**config.mk**
```make
export PLATFORM = sky130hd
export DESIGN_NAME = gamma_code_bank
export DESIGN_NICKNAME = d
export VERILOG_FILES = /design/src/rtl/gcb_pkg.sv /design/src/rtl/gcb_wr_decode.sv /design/src/rtl/gcb_channel.sv /design/src/rtl/gamma_code_bank.sv
export SDC_FILE = /design/constraint.sdc
export NUM_CORES = 1
export LEC_CHECK = 0
export ABC_AREA = 1
export ABC_CLOCK_PERIOD_IN_PS = 1500
export BUFFER_PORTS_ARGS = -buffer_cell sky130_fd_sc_hd__buf_4
export CAP_MARGIN = 25
export CELL_PAD_IN_SITES_DETAIL_PLACEMENT = 2
export CELL_PAD_IN_SITES_GLOBAL_PLACEMENT = 2
export CORE_UTILIZATION = 32
export DETAILED_ROUTE_END_ITERATION = 16
export PLACE_DENSITY_LB_ADDON = 0.1
export SYNTH_ARGS = -nofsm -noshare
export SYNTH_HDL_FRONTEND = slang
export SYNTH_SLANG_ARGS = --single-unit
```
**constraint.sdc**
```tcl
create_clock -name clk -period 1.5 [get_ports clk]
set_input_delay 0.225 -clock clk [delete_from_list [all_inputs] [get_ports clk]]
set_output_delay 0.225 -clock clk [all_outputs]
set_load 0.05 [all_outputs]
```
**src/rtl/gcb_pkg.sv**
```systemverilog
// Package: shared sizing constants and the channel code type for the
// gamma code bank. Assumes 10-bit codes and a 14 + 2 channel split.
package gcb_pkg;
    localparam int CODE_W_DEF  = 10;
    localparam int N_GAMMA_DEF = 14;
    localparam int N_VCOM_DEF  = 2;
    localparam int IDX_W_DEF   = 5;

    typedef logic [CODE_W_DEF-1:0] code_t;
endpackage

```
**src/rtl/gcb_wr_decode.sv**
```systemverilog
// Module: gcb_wr_decode
// Turns a write strobe and a channel index into a one-hot channel select.
// Assumes IDX_W is wide enough to name every channel. Indices at or above
// N_CH select nothing, so such writes are dropped.
module gcb_wr_decode #(
    parameter int N_CH  = 16,
    parameter int IDX_W = 5
) (
    input  logic             clk,
    input  logic             rst_n,
    input  logic             wr_en,
    input  logic [IDX_W-1:0] wr_idx,
    output logic [N_CH-1:0]  wr_sel
);
    // One comparator per channel against its own constant index.
    for (genvar k = 0; k < N_CH; k++) begin : g_sel
        always_comb wr_sel[k] = wr_en && (wr_idx == IDX_W'(k));
    end

    // An out-of-range index must not reach any channel.
    p_range_r7: assert property (@(posedge clk) disable iff (!rst_n)
        (wr_en && (int'(wr_idx) >= N_CH)) |-> (wr_sel == '0));

    // At most one channel is selected per write.
    p_onehot_r3: assert property (@(posedge clk) disable iff (!rst_n)
        $onehot0(wr_sel));
endmodule

```
**src/rtl/gcb_channel.sv**
```systemverilog
// Module: gcb_channel
// One channel: a preload register fed by writes, and an output register.
// The output register is loaded either straight from the write (immediate
// mode, or write colliding with a strobe) or from the preload register on
// an update strobe. Assumes clear and reset are synchronous.
module gcb_channel #(
    parameter int CODE_W = 10
) (
    input  logic              clk,
    input  logic              rst_n,
    input  logic              clr,
    input  logic              hold_mode,
    input  logic              wr_hit,
    input  logic [CODE_W-1:0] wr_code,
    input  logic              upd,
    output logic [CODE_W-1:0] out_q
);
    logic [CODE_W-1:0] pre_q;
    logic              direct_load;

    // A write goes straight to the output in immediate mode or with a strobe.
    always_comb direct_load = wr_hit && (!hold_mode || upd);

    // Preload stage: capture every write aimed at this channel.
    always_ff @(posedge clk) begin
        if (!rst_n || clr)
            pre_q <= '0;
        else if (wr_hit)
            pre_q <= wr_code;
    end

    // Output stage: direct write wins over the strobe copy.
    always_ff @(posedge clk) begin
        if (!rst_n || clr)
            out_q <= '0;
        else if (direct_load)
            out_q <= wr_code;
        else if (upd)
            out_q <= pre_q;
    end

    // Checker arm flag: high once one edge after reset has passed.
    logic chk_live;
    always_ff @(posedge clk) begin
        if (!rst_n) chk_live <= 1'b0;
        else        chk_live <= 1'b1;
    end

    p_clear_r2: assert property (@(posedge clk) disable iff (!rst_n)
        (chk_live && $past(clr)) |-> (out_q == '0 && pre_q == '0));

    p_hold_r4: assert property (@(posedge clk) disable iff (!rst_n)
        (chk_live && !$past(clr) && !$past(upd) &&
         !($past(wr_hit) && !$past(hold_mode))) |-> $stable(out_q));

    p_copy_r5: assert property (@(posedge clk) disable iff (!rst_n)
        (chk_live && $past(upd) && !$past(wr_hit) && !$past(clr))
        |-> (out_q == $past(pre_q)));

    p_write_wins_r6: assert property (@(posedge clk) disable iff (!rst_n)
        (chk_live && $past(wr_hit) && !$past(clr) &&
         ($past(upd) || !$past(hold_mode))) |-> (out_q == $past(wr_code)));
endmodule

```
**src/rtl/gamma_code_bank.sv**
```systemverilog
// Module: gamma_code_bank
// Top of the double-buffered channel code bank. A decoder selects one
// channel per write. Each channel keeps a preload and an output register.
// Output lanes are split into gamma and common-voltage buses. Assumes the
// serial front end presents one write per cycle at most.
module gamma_code_bank #(
    parameter int CODE_W  = gcb_pkg::CODE_W_DEF,
    parameter int N_GAMMA = gcb_pkg::N_GAMMA_DEF,
    parameter int N_VCOM  = gcb_pkg::N_VCOM_DEF,
    parameter int IDX_W   = gcb_pkg::IDX_W_DEF
) (
    input  logic                      clk,
    input  logic                      rst_n,
    input  logic                      clr_req,
    input  logic                      hold_mode,
    input  logic                      wr_en,
    input  logic [IDX_W-1:0]          wr_idx,
    input  logic [CODE_W-1:0]         wr_code,
    input  logic                      upd_strobe,
    output logic [N_GAMMA*CODE_W-1:0] gamma_codes,
    output logic [N_VCOM*CODE_W-1:0]  vcom_codes
);
    localparam int N_CH = N_GAMMA + N_VCOM;

    logic [N_CH-1:0]   wr_sel;
    logic [CODE_W-1:0] ch_out [N_CH];

    gcb_wr_decode #(.N_CH(N_CH), .IDX_W(IDX_W)) u_dec (
        .clk    (clk),
        .rst_n  (rst_n),
        .wr_en  (wr_en),
        .wr_idx (wr_idx),
        .wr_sel (wr_sel)
    );

    for (genvar k = 0; k < N_CH; k++) begin : g_ch
        gcb_channel #(.CODE_W(CODE_W)) u_ch (
            .clk       (clk),
            .rst_n     (rst_n),
            .clr       (clr_req),
            .hold_mode (hold_mode),
            .wr_hit    (wr_sel[k]),
            .wr_code   (wr_code),
            .upd       (upd_strobe),
            .out_q     (ch_out[k])
        );
    end

    // Lane mapping for the gamma bus: channel g drives lane g.
    for (genvar g = 0; g < N_GAMMA; g++) begin : g_gam
        always_comb gamma_codes[g*CODE_W +: CODE_W] = ch_out[g];
    end

    // Lane mapping for the common-voltage bus: channels after the gamma set.
    for (genvar c = 0; c < N_VCOM; c++) begin : g_com
        always_comb vcom_codes[c*CODE_W +: CODE_W] = ch_out[N_GAMMA + c];
    end

    // All lanes read zero one edge after reset.
    logic seen_rst;
    always_ff @(posedge clk) seen_rst <= !rst_n;
    p_reset_zero_r1: assert property (@(posedge clk)
        seen_rst |-> (gamma_codes == '0 && vcom_codes == '0));
endmodule

```
==> out/metrics.cfg <==
[outcome]
status = finished, final reports clean

[global_routing]
grt.overflow.total = 0
grt_pass1_wl_mm = 81.48
grt_pass1_vias = 14270
track_usage = 0.2501
antenna_found_initial = 0
grt_start_max_net_pins = 113

[final_layout]
final_cell_mix = nand2_1, dfxtp_1, buf_4, a21oi_1, nand3_1
stdcell_area_um2 = 17240
fin_util = 0.4223
final_layout_size_suffix_gt1_frac = 0.1806
fill_cells = 4761
diodes = 0
nets = 2080
final_common_cell = nand2_1
syn2layout_area_growth_pct = 30.14

[floorplanning]
dieArea_um2 = 42220
die_w_um = 205.5
dieHeight_um = 205.5
start_util = 0.3245
rows = 74
coreArea_um2 = 40830
ios = 181

[critical_path]
cp_num_buf_inv = 1
cp.arrival_ns = 1.19
reg2regPathDepth = 4
crit_chain = buf_4
required_ns = 1.27
cp_slowest_stage_delay_ns = 0.41
critPathKind = register to output pin
crit_path_start_kind = register
cp-end-kind = output pin
worstSetupPathDepth = 1
crit_fanout = 2
cpLargestDelayFamily = flip-flops
cp_slowest_cell = dfxtp_1

[detailed_routing]
num_vias = 13380
first_pass_iters = 5
avgViaCountPerCell = 5.108
drt_iter0_drc = 566
routedWlPerCell_um = 20.18
wirelength_mm = 52.87
ant_nets = 0
drc = 0

[sta]
grt_setup_unrepaired = false
maxSlewHeadroom = 0.6104
final-hold-violation-count = 0
finalSetupViolCount = 0
period_share = 0.9443
worst_pin_slew_ns = 0.5844
finClkSkew_ns = 0.006429
fin_crit_ns = 1.416
fmax_mhz = 706.0
final_max_slew_viol_count = 0

[power_and_ir_drop]
leakagePower_nw = 7.503
powerDensity_nw_per_um2 = 1112
vdd_drop_max_mv = 0.5677

[synth]
ys_warn_count = 0
synth_top_area_cell = dfxtp_1
synthTopCellsByArea = dfxtp_1, nand2_1, a21oi_1, nand3_1, o211a_1
synth.distinct_cells = 19
syn_avg_cell_area_um2 = 7.105
syn_nets = 1886
syn_area_um2 = 13250
syn_inst = 1865
synth.top_cell.area_share = 0.4835
yosysSeqAreaShare = 0.4835
synth-seq-cells = 320

[placed_design]
routabilityCongestion = 0.7679
port_buffers = 180
place_area_um2 = 15950
dp_hpwl_mm = 35.66

[clock_tree]
clk_pin_slew_worst_paths_ns = 0.06
cts_tree = done
cts_root_buffer = clkbuf_16
numClockSinks = 320
clk_latency_ns = 0.55
cts-htree-levels = 2
post_cts_buffers = 0
clk_path_buf_depth = 3
cts_buffers = 39

[worst_hold_path]
hold_path.class = primary input to register
holdPathStages = 3

[run]
cap_viol_max_count = 0

==> power breakdown <==
group          leakage, nW  total [mW]  internal, mW  switching [mW]
combinational         4.30        1.18         0.321           0.857
clock                0.627        9.44          5.64            3.80
sequential            2.58        8.55          8.53          0.0189
==> path summary, 6_finish.rpt <==
check                                      startpoint                                  end  slack, ns
hold reg to reg   g_ch[13].u_ch.pre_q[6]$_SDFFE_PP0P_  g_ch[13].u_ch.pre_q[6]$_SDFFE_PP0P_       0.45
setup / recovery   g_ch[7].u_ch.out_q[7]$_SDFFE_PP0P_                      gamma_codes[77]       0.08
hold / removal                             wr_code[0]   g_ch[2].u_ch.pre_q[0]$_SDFFE_PP0P_       0.04
setup reg to reg  g_ch[13].u_ch.pre_q[2]$_SDFFE_PP0P_  g_ch[13].u_ch.out_q[2]$_SDFFE_PP0P_       0.67
==> layout make-up <==
class,instances,area (um^2),area share
clock buffer,65,1246,0.07227
timing repair buffer,296,2628,0.1524
clock inverter,5,27.53,0.001596
multi-input combinational,1286,5828,0.3380
sequential,320,6406,0.3715
tap,532,665.6,0.03860
inverter,116,442.9,0.02569
==> cell families after synthesis <==
kind of cell           synth area share
AOI/OAI and AO/OA                0.1449
DFF                              0.4835
and+or+nand+nor                  0.2944
buffers and inverters           0.07724
==> cells in the mapped netlist, drive strengths merged <==
cell type / count
o21ai: 48
nand4: 12
buf: 44
o21a: 1
dfxtp: 320
clkinv: 5
inv: 111
o211a: 52
nand3: 195
clkbuf: 99
nand2: 668
nor2: 80
a21oi: 230
==> registers in the layout, indices dropped and copies added, names as in the netlist <==
name	flops
g_ch.u_ch.out_q	160
g_ch.u_ch.pre_q	160
==> timing repair <==
action / 4_1_cts / 5_1_grt
gates resized for setup: 0 / 0
hold endpoints to repair: 2 / 0
hold buffers: 2 / 0
==> metal layers <==
metal  wire, um  up-vias  GRT usage
met5          0        -          0
met1      23370     6683     0.3167
met4       1278        0    0.07434
li1           -     6405          -
met3       1908       83    0.03136
met2      26310      212     0.4399
==> through the flow <==
stage                     power, mW  std cells  setup TNS [ns]  worst slack [ns]  hold WS, ns
after floorplan               9.296       1865               0            0.2067       0.3696
after global placement        9.896       2548          -20.51           -0.2151       0.4283
after detailed placement      9.922       2548          -54.48           -0.3965       0.4379
after CTS                     19.42       2620               0           0.02459      0.01628
after global routing          19.74       2620               0           0.04668      0.03309
final                         19.17       2620               0           0.08360      0.03501
(Power assumes the default switching activity.)
